==> config.mk <==
export PLATFORM = sky130hd
export DESIGN_NAME = remap_gcmd_top
export DESIGN_NICKNAME = d
export VERILOG_FILES = /design/src/rtl/remap_pkg.sv /design/src/rtl/remap_cmd_decode.sv /design/src/rtl/remap_prio_pick.sv /design/src/rtl/remap_gcmd_top.sv
export SDC_FILE = /design/constraint.sdc
export NUM_CORES = 1
export LEC_CHECK = 0
export ABC_CLOCK_PERIOD_IN_PS = 1600
export BUFFER_PORTS_ARGS = -buffer_cell sky130_fd_sc_hd__buf_2
export CORE_AREA = 3 3 55 57
export CTS_BUF_LIST = sky130_fd_sc_hd__clkbuf_16
export DETAILED_ROUTE_END_ITERATION = 16
export DIE_AREA = 0 0 58 60
export PLACE_DENSITY_LB_ADDON = 0.08
export SKIP_LAST_GASP = 1
export SYNTH_ARGS = -nofsm -noshare
export SYNTH_HDL_FRONTEND = slang
export SYNTH_SLANG_ARGS = --single-unit
==> constraint.sdc <==
create_clock -name clk -period 1.6 [get_ports clk]
set_input_delay 0.24 -clock clk [delete_from_list [all_inputs] [get_ports clk]]
set_output_delay 0.24 -clock clk [all_outputs]
set_load 0.02 [all_outputs]
==> src/rtl/remap_pkg.sv <==
package remap_pkg;
    localparam int REG_W   = 32;
    localparam int FL_BIT  = 28;
    localparam int WBF_BIT = 27;
    localparam int QI_BIT  = 26;
    localparam int IR_BIT  = 25;

    // operation slots, lower index runs first
    localparam int N_OPS  = 4;
    localparam int OP_WBF = 0;
    localparam int OP_FL  = 1;
    localparam int OP_QI  = 2;
    localparam int OP_IR  = 3;

    typedef struct packed {
        logic fl;
        logic wbf;
        logic qi;
        logic ir;
    } gsts_t;

    typedef struct packed {
        logic fl;
        logic qi;
        logic ir;
    } gtgt_t;

    typedef enum logic [1:0] {SQ_IDLE, SQ_RUN, SQ_FLUSH, SQ_DRAIN} sq_state_t;

    function automatic logic [REG_W-1:0] pack_sts(gsts_t s);
        logic [REG_W-1:0] w;
        w = '0;
        w[FL_BIT]  = s.fl;
        w[WBF_BIT] = s.wbf;
        w[QI_BIT]  = s.qi;
        w[IR_BIT]  = s.ir;
        return w;
    endfunction
endpackage

==> src/rtl/remap_cmd_decode.sv <==
module remap_cmd_decode
    import remap_pkg::*;
#(
    parameter int W = REG_W
) (
    input  logic [W-1:0]     wdata,
    input  gsts_t            cur,
    output logic [N_OPS-1:0] pend,
    output gtgt_t            tgt
);
    always_comb begin
        tgt.fl = wdata[FL_BIT];
        tgt.qi = wdata[QI_BIT];
        tgt.ir = wdata[IR_BIT];
        pend         = '0;
        pend[OP_WBF] = wdata[WBF_BIT];
        pend[OP_FL]  = (tgt.fl != cur.fl);
        pend[OP_QI]  = (tgt.qi != cur.qi);
        pend[OP_IR]  = (tgt.ir != cur.ir);
    end
endmodule

==> src/rtl/remap_prio_pick.sv <==
module remap_prio_pick #(
    parameter int N = 4
) (
    input  logic [N-1:0] req,
    output logic [N-1:0] grant,
    output logic         any
);
    logic [N:0] seen;
    assign seen[0] = 1'b0;

    for (genvar i = 0; i < N; i++) begin : g_chain
        assign grant[i]  = req[i] & ~seen[i];
        assign seen[i+1] = seen[i] | req[i];
    end

    assign any = seen[N];
endmodule

==> src/rtl/remap_gcmd_top.sv <==
module remap_gcmd_top
    import remap_pkg::*;
#(
    parameter int REG_W = remap_pkg::REG_W
) (
    input  logic             clk,
    input  logic             rst,
    input  logic             wr_en_i,
    input  logic [REG_W-1:0] wr_data_i,
    input  logic             rd_sel_i,
    output logic [REG_W-1:0] rd_data_o,
    input  logic             ptr_valid_i,
    output logic             wbf_req_o,
    input  logic             wbf_ack_i,
    output logic             drain_req_o,
    input  logic             drain_done_i,
    output logic             fault_to_log_o,
    output logic             qinv_en_o,
    output logic             irmap_en_o,
    output logic             cmd_done_o
);
    sq_state_t        state_q;
    gsts_t            sts_q;
    gtgt_t            tgt_q, tgt_w;
    logic [N_OPS-1:0] pend_q, pend_w, grant;
    logic             any_pend;
    logic             done_q, wbf_req_q, drain_req_q;

    remap_cmd_decode #(.W(REG_W)) u_dec (
        .wdata (wr_data_i),
        .cur   (sts_q),
        .pend  (pend_w),
        .tgt   (tgt_w)
    );

    remap_prio_pick #(.N(N_OPS)) u_pick (
        .req   (pend_q),
        .grant (grant),
        .any   (any_pend)
    );

    always_ff @(posedge clk) begin
        if (rst) begin
            state_q     <= SQ_IDLE;
            sts_q       <= '0;
            tgt_q       <= '0;
            pend_q      <= '0;
            done_q      <= 1'b0;
            wbf_req_q   <= 1'b0;
            drain_req_q <= 1'b0;
        end else begin
            done_q <= 1'b0;
            case (state_q)
                SQ_IDLE: if (wr_en_i) begin
                    pend_q <= pend_w;
                    tgt_q  <= tgt_w;
                    if (pend_w == '0) done_q  <= 1'b1;
                    else              state_q <= SQ_RUN;
                end
                SQ_RUN: begin
                    if (!any_pend) begin
                        state_q <= SQ_IDLE;
                    end else if (grant[OP_WBF]) begin
                        sts_q.wbf <= 1'b1;
                        wbf_req_q <= 1'b1;
                        state_q   <= SQ_FLUSH;
                    end else if (grant[OP_FL]) begin
                        if (!tgt_q.fl || ptr_valid_i) sts_q.fl <= tgt_q.fl;
                        pend_q[OP_FL] <= 1'b0;
                        done_q        <= 1'b1;
                    end else if (grant[OP_QI]) begin
                        sts_q.qi      <= tgt_q.qi;
                        pend_q[OP_QI] <= 1'b0;
                        done_q        <= 1'b1;
                    end else if (grant[OP_IR]) begin
                        drain_req_q <= 1'b1;
                        state_q     <= SQ_DRAIN;
                    end
                end
                SQ_FLUSH: if (wbf_ack_i) begin
                    wbf_req_q      <= 1'b0;
                    sts_q.wbf      <= 1'b0;
                    pend_q[OP_WBF] <= 1'b0;
                    done_q         <= 1'b1;
                    state_q        <= SQ_RUN;
                end
                SQ_DRAIN: if (drain_done_i) begin
                    drain_req_q   <= 1'b0;
                    sts_q.ir      <= tgt_q.ir;
                    pend_q[OP_IR] <= 1'b0;
                    done_q        <= 1'b1;
                    state_q       <= SQ_RUN;
                end
                default: state_q <= SQ_IDLE;
            endcase
        end
    end

    assign rd_data_o      = rd_sel_i ? pack_sts(sts_q) : '0;
    assign wbf_req_o      = wbf_req_q;
    assign drain_req_o    = drain_req_q;
    assign fault_to_log_o = sts_q.fl;
    assign qinv_en_o      = sts_q.qi;
    assign irmap_en_o     = sts_q.ir;
    assign cmd_done_o     = done_q;


    ir_drain_gate_chk: assert property (@(posedge clk) disable iff (rst)
        !$stable(irmap_en_o) |-> $past(drain_req_o && drain_done_i));


    fl_ptr_gate_chk: assert property (@(posedge clk) disable iff (rst)
        $rose(fault_to_log_o) |-> $past(ptr_valid_i));


    wbf_ack_clear_chk: assert property (@(posedge clk) disable iff (rst)
        $fell(wbf_req_o) |-> ($past(wbf_ack_i) && cmd_done_o));


    one_op_chk: assert property (@(posedge clk) disable iff (rst)
        !(wbf_req_o && drain_req_o));


    qi_no_hs_chk: assert property (@(posedge clk) disable iff (rst)
        !$stable(qinv_en_o) |-> (cmd_done_o && !wbf_req_o && !drain_req_o));
endmodule

## After elaboration in Yosys (flattened, before gate mapping)

Index checks and enable logic that the tools add are counted.

| operators by class | value |
|---|---|
| reduce and logical (&&, ||, !) cells | 20 |
| bitwise operators | 10 |
| mux-type cells | 45 |
| eq/ne operators | 21 |

Operators with widths:

| operator | count |
|---|---|
| $mux 29 | 1 |
| $mux 2 | 12 |
| $ne 2x2->1 const B | 12 |
| $mux 1 | 23 |
| $reduce_and 5->1 | 3 |
| $reduce_and 7->1 | 2 |
| $ne 4x4->1 const B | 3 |
| $pmux 1 s2 | 5 |
| $reduce_bool 2->1 | 5 |
| $pmux 2 s4 | 1 |
| $reduce_and 3->1 | 2 |
| $reduce_and 6->1 | 1 |
| $eq 2x2->1 const B | 2 |
| $logic_not 4->1 | 1 |
| $mux 4 | 1 |
| $not 1->1 | 4 |
| $pmux 1 s4 | 1 |
| $pmux 2 s2 | 1 |
| $reduce_and 2->1 | 2 |
| $reduce_and 4->1 | 1 |
| $and 1x1->1 | 3 |
| $ne 1x1->1 | 3 |
| $or 1x1->1 | 3 |
| $eq 2x1->1 const B | 1 |
| 3 further kinds | 3 |

| word-level totals | value |
|---|---|
| bits in registers | 16 |
| word-level logic and storage cells | 111 |
| output and inout port bits | 38 |

## Longest topological paths before layout

| depth | value |
|---|---|
| word-level depth | 10 |
| mapped depth | 6 |
| gate-level depth less buffers | 4 |

## By module

From an unflattened synthesis, not the netlist that was laid out.

| second synthesis, totals | value |
|---|---|
| cell total of the unflattened synthesis | 137 |
| area total of the unflattened synthesis | 1131.1 um^2 |

Modules (own cells, without submodules):

| module | cells each | instances | area each (um^2) | seq. area each (um^2) |
|---|---|---|---|---|
| remap_gcmd_top | 125 | 1 | 1037.2 | 320.3 |
| remap_cmd_decode | 7 | 1 | 56.3 | 0.0 |
| remap_prio_pick | 5 | 1 | 37.5 | 0.0 |

## Least setup slack after synthesis

No wires, ideal clock.

| path | value |
|---|---|
| path kind | flip-flop to flip-flop |
| start | register pend_q[1] |
| end | register state_q[0] |
| cell stages (with the launch flop) | 5 |
| library setup time | 0.133 ns |
| buffers on the path | 0 |
| setup slack | 0.434 ns |
| arrival time | 1.033 ns |
| data required time | 1.467 ns |
| cell sequence | dfxtp_1 > or3_1 > a21oi_1 > a221o_1 > a21oi_1 |

| between the ends | value |
|---|---|
| longest elaborated chain between the ends | 6 |

Ends and longest elaborated chain:

| what | line | source |
|---|---|---|
| start, declared | remap_gcmd_top.sv:25 | `logic [N_OPS-1:0] pend_q, pend_w, grant;` |
| start signal, assigned | remap_gcmd_top.sv:55 | `pend_q <= pend_w;` |
| $or 1x1->1 (2 in series) | remap_prio_pick.sv:13 | `assign seen[i+1] = seen[i] \| req[i];` |
| $not 1->1 | remap_prio_pick.sv:12 | `assign grant[i] = req[i] & ~seen[i];` |
| $and 1x1->1 | remap_prio_pick.sv:12 |  |
| $ne 4x4->1 (no source line) | -- |  |
| $reduce_and 7->1 (no source line) | -- |  |
| end signal, assigned | remap_gcmd_top.sv:44 | `state_q <= SQ_IDLE;` |
| end signal, assigned | remap_gcmd_top.sv:58 | `else state_q <= SQ_RUN;` |
| end signal, assigned | remap_gcmd_top.sv:62 | `state_q <= SQ_IDLE;` |
| end, declared | remap_gcmd_top.sv:22 | `sq_state_t state_q;` |

Several ways; a longest one is shown, not always the timed one.
A chain may end at the register's enable or synchronous reset.

## Worst setup path after layout

| path | value |
|---|---|
| start | register state_q[1] |
| end | register done_q, in the netlist cmd_done_o |

| between the ends | value |
|---|---|
| longest elaborated chain between the ends | 2 |

Ends and longest elaborated chain:

| what | line | source |
|---|---|---|
| $eq 2x2->1 (tied with other cells) | remap_gcmd_top.sv:53 | `case (state_q)` |
| $pmux 1 s4 (*) | remap_gcmd_top.sv:53 |  |
| end signal, assigned | remap_gcmd_top.sv:48 | `done_q <= 1'b0;` |
| end signal, assigned | remap_gcmd_top.sv:52 | `done_q <= 1'b0;` |
| end signal, assigned | remap_gcmd_top.sv:57 | `if (pend_w == '0) done_q <= 1'b1;` |
| end, declared | remap_gcmd_top.sv:27 | `logic done_q, wbf_req_q, drain_req_q;` |

Mark *: on every way between the ends. The rest lies on a longest branch, timed or not.

==> flow_metrics.env <==
export IMPL_crit_slowest_cell="dfxtp_1"
export IMPL_start_kind="register"
export IMPL_cp_top_family="flip-flops"
export IMPL_synth_top_area_share_pct=32.3
export IMPL_syn2layout_area_growth_pct=8.57
export IMPL_r2r_slack_ps=200
export IMPL_rows=18
export IMPL_netlist_top_cell_by_area="dfxtp_1"
export IMPL_antenna_found_initial=0
export IMPL_grt_pass1_vias=625
export IMPL_synth_warnings=0
export IMPL_path_clk_slew_ps=50
export IMPL_cts_sinks=16
export IMPL_synth_avg_cell_area_um2=8.34
export IMPL_dieArea_mm2=0.00348
export IMPL_htreeDepth=1
export IMPL_r2r_start="state_q[1]$_SDFFE_PP0P_"
export IMPL_yosys_top_cells_area="dfxtp_1 32%, buf_4 23%, mux2i_1 6.1%"
export IMPL_pin_count=77
export IMPL_cts_buffer_depth=2
export IMPL_stdcell_area_mm2=0.00108
export IMPL_wl_um=1800
export IMPL_clock_fmax_mhz=716
export IMPL_synth_edff_count=0
export IMPL_root_buffer="clkbuf_16"
export IMPL_ys_seq_area_share_pct=32.3
export IMPL_max_stage_delay_ps=510
export IMPL_drv_slew=0
export IMPL_drc=0
export IMPL_drive_gt1_share_pct=19.6
export IMPL_reg2reg_to="cmd_done_o$_SDFF_PP0_"
export IMPL_drtIter0Drc=10
export IMPL_status="finished clean"
export IMPL_min_path_cells=3
export IMPL_netlist_instances=119
export IMPL_reg2regPathDepth=4
export IMPL_cp_buffers_inverters=1
export IMPL_die_y_um=60
export IMPL_worstSetupEndpointType="register"
export IMPL_core_area_mm2=0.00252
export IMPL_hold_violations=0
export IMPL_synth_most_common_cell="buf_4"
export IMPL_crit_type="reg -> reg"
export IMPL_hold_end="tgt_q[0]$_SDFFE_PP0P_"
export IMPL_port_buffers=20
export IMPL_post_cts_buffers=0
export IMPL_place_congestion=0.756
export IMPL_cp_required_ps=1720
export IMPL_grt_use_total_pct=10.8
export IMPL_synth_cell_type_count=33
export IMPL_synth_seq_cells=16
export IMPL_powerDensity_mw_per_mm2=1040
export IMPL_cap_violations=0
export IMPL_p_leak_nw=0.526
export IMPL_synth_cell_area_um2=992
export IMPL_grt_max_degree=17
export IMPL_holdCritStartpoint="wr_data_i[25]"
export IMPL_period_share_pct=87.2
export IMPL_synth_ff_type="dfxtp_1"
export IMPL_ant_nets=0
export IMPL_final_nets=179
export IMPL_crit_chain="inv_2 -> and2_1 -> a221oi_1 -> nor2_1"
export IMPL_nFillCells=264
export IMPL_tns_ps=0
export IMPL_synth_common_cells="30 x buf_4, 16 x dfxtp_1, 11 x nor2_1"
export IMPL_insertion_delay_ps=240
export IMPL_finalSetupViolCount=0
export IMPL_die_w_um=58
export IMPL_dp_hpwl_um=1370
export IMPL_cts_resized=0
export IMPL_cp_max_fo=9
export IMPL_drt_vias_per_instance=4.53
export IMPL_cts_hold_buf=0
export IMPL_drtPass1Iterations=4
export IMPL_numCtsBuffers=3
export IMPL_cts_tree="built"
export IMPL_synthArstFlopShare_pct=0
export IMPL_place_area_mm2=0.00100
export IMPL_wire_per_inst_um=10.7
export IMPL_grt_setup_unrepaired="no"
export IMPL_num_antenna_cells=0
export IMPL_grt_pass1_wl_um=2800
export IMPL_arrival_ps=1520
export IMPL_period_needed_ps=1400
export IMPL_initial_core_util_pct=39.3
export IMPL_ir_drop_uv=568
export IMPL_min_path_type="in -> reg"
export IMPL_vias=761
export IMPL_skew_ps=3.42
export IMPL_grt_ovfl_total=0
-- metal layers --
layer | share of wire (%) | wire length [um] | track usage, %
met2 | 43 | 770 | 16.8
met5 | 0 | 0 | 0
met3 | 11 | 189 | 3.46
met1 | 45 | 806 | 13.5
met4 | 1.9 | 34 | 4.97
-- cells by family after synthesis --
kind of cell / Yosys count / synth area share [%]
AO/OA/AOI/OAI: 20 / 12.2
XOR/XNOR: 3 / 2.65
buffers and inverters: 35 / 25.3
flip-flops: 16 / 32.3
multiplexers: 6 / 6.05
other: 1 / 0.378
AND/OR/NAND/NOR: 38 / 21.1
-- report_power, final --
part           leakage, nW  switching [mW]  internal (mW)
clock network       0.0370           0.146          0.327
logic                0.359           0.134         0.0704
registers            0.131          0.0201          0.422
-- worst max path at each step --
stage                            start                       to  slack, ps  cells after the start
2_1_floorplan   pend_q[1]$_SDFFE_PP0P_  state_q[0]$_SDFFE_PP0P_        430                      4
3_3_place_gp   state_q[1]$_SDFFE_PP0P_    cmd_done_o$_SDFF_PP0_        200                      4
3_5_place_dp   state_q[1]$_SDFFE_PP0P_    cmd_done_o$_SDFF_PP0_        190                      4
4_1_cts        state_q[1]$_SDFFE_PP0P_    cmd_done_o$_SDFF_PP0_        190                      4
5_1_grt        state_q[1]$_SDFFE_PP0P_    cmd_done_o$_SDFF_PP0_         80                      4
6_report       state_q[1]$_SDFFE_PP0P_    cmd_done_o$_SDFF_PP0_        200                      4
-- layout by cell type, fill, tap and decap left out, types with 3 or more instances in the layout --
cell type  netlist  layout
nand3b_1         3       3
buf_2            0      20
a21oi_1         10      10
mux2i_1          6       6
nor2b_1          3       3
dfxtp_1         16      16
conb_1           1      28
and2_1           5       5
nor2_1          11      11
clkbuf_16        0       3
xor2_1           3       3
nand2_1          7       7
-- metrics by stage --
| stage | total power, mW | cells | utilization (%) | hold WS [ps] | setup slack [ps] |
|---|---|---|---|---|---|
| 2_1_floorplan | 0.667 | 146 | - | 387 | 434 |
| 3_3_place_gp | 0.654 | 165 | 39.7 | 452 | 200 |
| 3_5_place_dp | 0.654 | 165 | 39.7 | 460 | 189 |
| 4_1_cts | 1.14 | 168 | 42.7 | 265 | 186 |
| 5_1_grt | 1.18 | 168 | 42.7 | 282 | 77.2 |
| 6_report | 1.12 | 168 | 42.7 | 262 | 204 |
-- final cells by class --
class	count	area, um^2	area share (%)
clock buffer	3	75.1	6.97
inverter	2	7.51	0.697
multi-input combinational	95	522	48.4
sequential	16	320	29.7
tap	30	37.5	3.48
timing repair buffer	22	115	10.7
-- state kept, by name, summed over array words and instances, names as in the netlist --
register        cells
cmd_done_o          1
drain_req_o         1
fault_to_log_o      1
irmap_en_o          1
pend_q              4
qinv_en_o           1
state_q             2
sts_q               1
tgt_q               3
wbf_req_o           1
-- worst min-delay path, delay by kind of cell --
kind / cells / cell delay [ps]
simple gates: 1 / 70
mux: 1 / 60
buf+inv: 1 / 90
(Power assumes the default switching activity.)
